`src/rtl/rategen_pkg.sv`:
```
package rategen_pkg;
  typedef enum logic {
    ST_WAIT = 1'b0,
    ST_RUN  = 1'b1
  } rg_state_e;
endpackage

```
`src/rtl/rategen_gate_edge.sv`:
```
module rategen_gate_edge (
  input  logic clk,
  input  logic rst,
  input  logic gate_in,
  output logic gate_rise
);
  logic gate_q;

  always_ff @(posedge clk) begin
    if (rst) gate_q <= 1'b0;
    else     gate_q <= gate_in;
  end

  assign gate_rise = gate_in & ~gate_q;
endmodule

```
`src/rtl/rategen_reload.sv`:
```
module rategen_reload #(
  parameter int CNT_W = 16
) (
  input  logic             clk,
  input  logic             rst,
  input  logic             load_valid,
  input  logic [CNT_W-1:0] load_value,
  input  logic             mode_set,
  input  logic             running,
  input  logic             take,
  output logic [CNT_W:0]   start_val,
  output logic [CNT_W:0]   next_init
);
  localparam int CW = CNT_W + 1;

  logic [CW-1:0] init_q;
  logic [CW-1:0] pend_q;
  logic          pend_v;

  // zero maps to full range, one is raised to two
  always_comb begin
    if (load_value == '0)
      start_val = {1'b1, {CNT_W{1'b0}}};
    else if (load_value == CNT_W'(1))
      start_val = CW'(2);
    else
      start_val = {1'b0, load_value};
  end

  assign next_init = pend_v ? pend_q : init_q;

  always_ff @(posedge clk) begin
    if (rst) begin
      init_q <= CW'(2);
      pend_q <= CW'(2);
      pend_v <= 1'b0;
    end else if (mode_set) begin
      pend_v <= 1'b0;
    end else if (!running) begin
      if (load_valid) begin
        init_q <= start_val;
        pend_v <= 1'b0;
      end
    end else begin
      if (take) begin
        init_q <= next_init;
        pend_v <= 1'b0;
      end
      if (load_valid) begin
        pend_q <= start_val;
        pend_v <= 1'b1;
      end
    end
  end


  pend_clear_chk: assert property (@(posedge clk) disable iff (rst)
    (take && running && !load_valid && !mode_set) |=> !pend_v);


  mode_drop_pend_chk: assert property (@(posedge clk) disable iff (rst)
    mode_set |=> !pend_v);


  pend_set_chk: assert property (@(posedge clk) disable iff (rst)
    (running && load_valid && !mode_set) |=> (pend_v && pend_q == $past(start_val)));
endmodule

```
`src/rtl/rategen_core.sv`:
```
module rategen_core
  import rategen_pkg::*;
#(
  parameter int CNT_W = 16
) (
  input  logic             clk,
  input  logic             rst,
  input  logic             cnt_en,
  input  logic             gate_in,
  input  logic             gate_rise,
  input  logic             load_valid,
  input  logic             mode_set,
  input  logic [CNT_W:0]   start_val,
  input  logic [CNT_W:0]   next_init,
  output logic             take,
  output logic             running,
  output logic             out_q,
  output logic [CNT_W-1:0] count_low
);
  localparam int CW = CNT_W + 1;

  rg_state_e     st_q, st_d;
  logic [CW-1:0] cnt_q, cnt_d;

  always_comb begin
    st_d  = st_q;
    cnt_d = cnt_q;
    take  = 1'b0;
    if (mode_set) begin
      st_d  = ST_WAIT;
      cnt_d = '0;
    end else if (st_q == ST_WAIT) begin
      if (load_valid) begin
        st_d  = ST_RUN;
        cnt_d = start_val;
      end
    end else if (gate_rise) begin
      cnt_d = next_init;
      take  = 1'b1;
    end else if (gate_in && cnt_en) begin
      if (cnt_q == CW'(1)) begin
        cnt_d = next_init;
        take  = 1'b1;
      end else begin
        cnt_d = cnt_q - CW'(1);
      end
    end
  end

  always_ff @(posedge clk) begin
    if (rst) begin
      st_q  <= ST_WAIT;
      cnt_q <= '0;
      out_q <= 1'b1;
    end else begin
      st_q  <= st_d;
      cnt_q <= cnt_d;
      out_q <= !((st_d == ST_RUN) && gate_in && (cnt_d == CW'(1)));
    end
  end

  assign running   = (st_q == ST_RUN);
  assign count_low = cnt_q[CNT_W-1:0];


  pulse_one_tick_chk: assert property (@(posedge clk) disable iff (rst)
    (!out_q && cnt_en && gate_in && !mode_set) |=> out_q);


  gate_low_high_chk: assert property (@(posedge clk) disable iff (rst)
    !gate_in |=> out_q);


  gate_hold_chk: assert property (@(posedge clk) disable iff (rst)
    (running && !gate_in && !mode_set) |=> $stable(cnt_q));


  no_tick_hold_chk: assert property (@(posedge clk) disable iff (rst)
    (running && !cnt_en && !gate_rise && !mode_set) |=> $stable(cnt_q));


  run_nonzero_chk: assert property (@(posedge clk) disable iff (rst)
    running |-> (cnt_q != '0));


  wait_high_chk: assert property (@(posedge clk) disable iff (rst)
    (st_q == ST_WAIT) |-> (out_q && cnt_q == '0));


  mode_set_chk: assert property (@(posedge clk) disable iff (rst)
    mode_set |=> (out_q && st_q == ST_WAIT && cnt_q == '0));
endmodule

```
`src/rtl/rategen_chan.sv`:
```
module rategen_chan #(
  parameter int CNT_W = 16
) (
  input  logic             clk,
  input  logic             rst,
  input  logic             cnt_en,
  input  logic             gate_in,
  input  logic             load_valid,
  input  logic [CNT_W-1:0] load_value,
  input  logic             mode_set,
  output logic             pulse_out,
  output logic [CNT_W-1:0] count_now
);
  logic           gate_rise;
  logic           take;
  logic           running;
  logic [CNT_W:0] start_val;
  logic [CNT_W:0] next_init;

  rategen_gate_edge u_gate (
    .clk       (clk),
    .rst       (rst),
    .gate_in   (gate_in),
    .gate_rise (gate_rise)
  );

  rategen_reload #(.CNT_W(CNT_W)) u_reload (
    .clk        (clk),
    .rst        (rst),
    .load_valid (load_valid),
    .load_value (load_value),
    .mode_set   (mode_set),
    .running    (running),
    .take       (take),
    .start_val  (start_val),
    .next_init  (next_init)
  );

  rategen_core #(.CNT_W(CNT_W)) u_core (
    .clk        (clk),
    .rst        (rst),
    .cnt_en     (cnt_en),
    .gate_in    (gate_in),
    .gate_rise  (gate_rise),
    .load_valid (load_valid),
    .mode_set   (mode_set),
    .start_val  (start_val),
    .next_init  (next_init),
    .take       (take),
    .running    (running),
    .out_q      (pulse_out),
    .count_low  (count_now)
  );


  reset_state_chk: assert property (@(posedge clk)
    $past(rst) |-> (pulse_out && count_now == '0));
endmodule

```
`config.mk`:
```
export PLATFORM = sky130hd
export DESIGN_NAME = rategen_chan
export DESIGN_NICKNAME = d
export VERILOG_FILES = /design/src/rtl/rategen_pkg.sv /design/src/rtl/rategen_gate_edge.sv /design/src/rtl/rategen_reload.sv /design/src/rtl/rategen_core.sv /design/src/rtl/rategen_chan.sv
export SDC_FILE = /design/constraint.sdc
export NUM_CORES = 1
export LEC_CHECK = 0
export BUFFER_PORTS_ARGS = -buffer_cell sky130_fd_sc_hd__buf_2
export CORE_ASPECT_RATIO = 0.8
export CORE_MARGIN = 2
export CORE_UTILIZATION = 60
export CTS_CLUSTER_DIAMETER = 60
export DETAILED_ROUTE_END_ITERATION = 10
export PLACE_DENSITY = 0.81
export SLEW_MARGIN = 20
export SYNTH_ARGS = -nofsm -noshare
export SYNTH_HDL_FRONTEND = slang
export SYNTH_HIERARCHICAL = 1
export SYNTH_SLANG_ARGS = --single-unit
```
`constraint.sdc`:
```
create_clock -name clk -period 3.1 [get_ports clk]
set_input_delay 0.62 -clock clk [delete_from_list [all_inputs] [get_ports clk]]
set_output_delay 0.62 -clock clk [all_outputs]
set_load 0.03 [all_outputs]
```
==> impl_metrics.json <==
{
  "status": "finished, final reports clean",
  "coreArea_mm2": 0.00631,
  "cts.clk_slew.worst_paths_ps": 110,
  "async_flop_share": 0,
  "placed_cells": 604,
  "leakagePower_uw": 0.00163,
  "synth_edf_count": 0,
  "place_congestion": 0.990,
  "cp_num_buf_inv": 1,
  "cp-end-kind": "flip-flop",
  "setup_viol": 0,
  "antenna_cells": 0,
  "track_usage": 0.320,
  "io_buffer_count": 38,
  "grt_pass1_vias": 3515,
  "grt_antenna_before_repair": 0,
  "die_w_um": 94.0,
  "htreeDepth": 2,
  "fin_crit_sh": 0.922,
  "slowest_stage": "or4_1",
  "wl_per_cell_um": 19.0,
  "drive_above_1_share": 0.244,
  "io-pin-count": 39,
  "initial_utilization": 0.615,
  "critPathArrivalTime_ps": 3060,
  "cts_buffer_depth": 2,
  "drt_iter0_drc": 402,
  "rr_worst_depth": 9,
  "ir_drop_uv": 212,
  "synthFlopType": "dfxtp_1",
  "power.density_mw_per_mm2": 377,
  "power.share.clock": 0.264,
  "post-place-ws_ps": 48.6,
  "grt-ovfl-total": 0,
  "hp-class": "flip-flop to flip-flop",
  "postSynthCellCount": 510,
  "crit_cells": 9,
  "ys_ff_latch": 55,
  "p_int_uw": 1060,
  "cp.required_ps": 3300,
  "p_comb_frac": 0.264,
  "cts-root-buf": "clkbuf_8",
  "ant_nets": 0,
  "fmax_ghz": 0.350,
  "final_common_cell": "nand2_1",
  "yosysWarnings": 6,
  "worstHoldPathCells": 2,
  "synth_nets": 534,
  "grt_max_degree": 55,
  "r2r_slack_ps": 240,
  "die_h_um": 76.0,
  "tightest_slew_ps": 761,
  "fp-row-count": 26,
  "grt_pass1_wl_um": 18200,
  "place.detailed.hpwl_um": 8460,
  "p_switching_uw": 537,
  "clk_latency_ps": 320,
  "cp_top_family": "simple AND/OR/NAND/NOR gates",
  "vias": 4006,
  "tns_ps": 0,
  "fillers": 567,
  "crit_fanout": 8,
  "worstSetupStartpointType": "flip-flop",
  "cp_cell_sequence": "inv_1 -> ha_1 -> nor4b_2 -> nand4_4 -> o41ai_1 -> nor4_1 -> a2111oi_2 -> nand4_1 -> or4_1",
  "final_cell_count_no_fill": 612,
  "period_needed_ps": 2860,
  "placed_area_mm2": 0.00412,
  "rsz0062_at_grt": "no",
  "syn_avg_cell_area_um2": 7.62,
  "postCtsSetupBuffers": 0,
  "maxCapViolCount": 0,
  "cts_buffers": 5,
  "cts_tree": "done",
  "clock-sinks": 55,
  "vias_per_cell": 6.55,
  "syn_area_mm2": 0.00388,
  "skew_ps": 6.55,
  "slew_headroom": 0.491,
  "p_seq_frac": 0.472,
  "finalNetCount": 551,
  "syn_to_final_growth_pct": 8.83,
  "seq_area_frac_synth": 0.284,
  "layout_setup_ws_ps": 241,
  "drc_errors": 0,
  "final_cell_mix": "nand2_1 (79), dfxtp_1 (55), nor2_1 (51)",
  "stdcell_area_mm2": 0.00423,
  "finalMaxSlewViolations": 0,
  "drt-pass1-iter-count": 5,
  "critPathKind": "flip-flop to flip-flop",
  "p_sw_frac": 0.337,
  "hold_violations": 0,
  "routed_wl_um": 11600,
  "dieArea_mm2": 0.00714,
  "netlist-cell-type-count": 76,
  "critPathMaxStageDelay_ps": 520
}
[logic make-up (layout without fill, tap and decap cells)]
kind of cell               count (synthesis)  count (layout)  synth area share
xor gates and xnor gates                   3               3           0.00677
adders and majority gates                  2               2           0.00644
buffers and inverters                     75              93            0.0960
AOI/OAI and AO/OA                        110             110             0.198
and+or+nand+nor                          229             229             0.310
DFF                                       55              55             0.284
muxes                                     36              36            0.0999
[metrics by stage]
stage | total power (uW) | utilization | hold slack, ps
2_1_floorplan | 1050 | - | 429
3_3_place_gp | 1170 | 0.653 | 435
3_5_place_dp | 1170 | 0.653 | 445
4_1_cts | 1590 | 0.667 | 460
5_1_grt | 1660 | 0.670 | 473
6_report | 1600 | 0.670 | 461
[worst register-to-register path: cells and delay by family (launching register included)]
kind / cells / cell delay [ps]
adder cells (fa/ha/maj): 1 / 140
buffers and inverters: 1 / 110
flip-flops: 1 / 370
AND/OR/NAND/NOR: 5 / 1410
AO/OA/AOI/OAI: 2 / 710
[final cells by class]
cell class	count	area (um^2)	share of cell area
flip-flops and latches	55	1100	0.261
well taps	84	105	0.0249
repair buffers	75	468	0.111
clock inverters	2	16.3	0.00385
multi-input cells	380	2430	0.574
clock buffers	6	72.6	0.0172
inverters	10	37.5	0.00888
[routing by layer]
layer  wire (um)  track usage
met1        5080        0.472
met2        5230        0.501
met3        1150       0.0497
met4         154       0.0493
met5           0            0
[synthesized netlist by cell type (all sizes together) (4+ instances only)]
| cell | count | share of area |
|---|---|---|
| a21oi | 43 | 0.055 |
| buf | 30 | 0.051 |
| clkbuf | 34 | 0.033 |
| dfxtp | 55 | 0.28 |
| inv | 9 | 0.0087 |
| mux2 | 22 | 0.064 |
| mux2i | 14 | 0.036 |
| nand2 | 79 | 0.076 |
| nand2b | 5 | 0.0081 |
| nand3 | 13 | 0.017 |
| nand4 | 5 | 0.012 |
| nor2 | 51 | 0.049 |
| nor2b | 9 | 0.018 |
| nor3 | 12 | 0.015 |
| nor3b | 4 | 0.010 |
| nor4 | 11 | 0.028 |
| o211ai | 5 | 0.0097 |
| o21ai | 13 | 0.018 |
| or3 | 22 | 0.037 |
| or4 | 7 | 0.015 |
[power by group through the flow]
stage               sequential, uW  clock (uW)  combinational [uW]
floorplan                      765           0                 289
global placement               767           0                 400
detailed placement             769           0                 403
CTS                            752         429                 406
global route                   757         458                 448
finish                         753         421                 421
[repair_timing]
item	4_1_cts	5_1_grt
endpoints found under the setup margin	0	1
gates resized for setup	0	4
hold buffers	0	0
[worst paths after layout]
path / from / end
setup / recovery: u_core/cnt_q[1]$_SDFF_PP0_ / u_core/out_q$_SDFF_PP1_
hold / removal: u_reload/pend_q[8]$_SDFFE_PP0P_ / u_reload/pend_q[8]$_SDFFE_PP0P_
setup reg to reg: u_core/cnt_q[1]$_SDFF_PP0_ / u_core/out_q$_SDFF_PP1_
hold reg to reg: u_reload/pend_q[8]$_SDFFE_PP0P_ / u_reload/pend_q[8]$_SDFFE_PP0P_
[flip-flops by register name (all words and copies together) (netlist names)]
register	count
u_reload/init_q	17
u_reload/pend_q	17
u_core/running	1
u_reload/pend_v	1
u_gate/gate_q	1
u_core/out_q	1
u_core/cnt_q	17
Note: power is estimated with default switching activity, not from simulation.
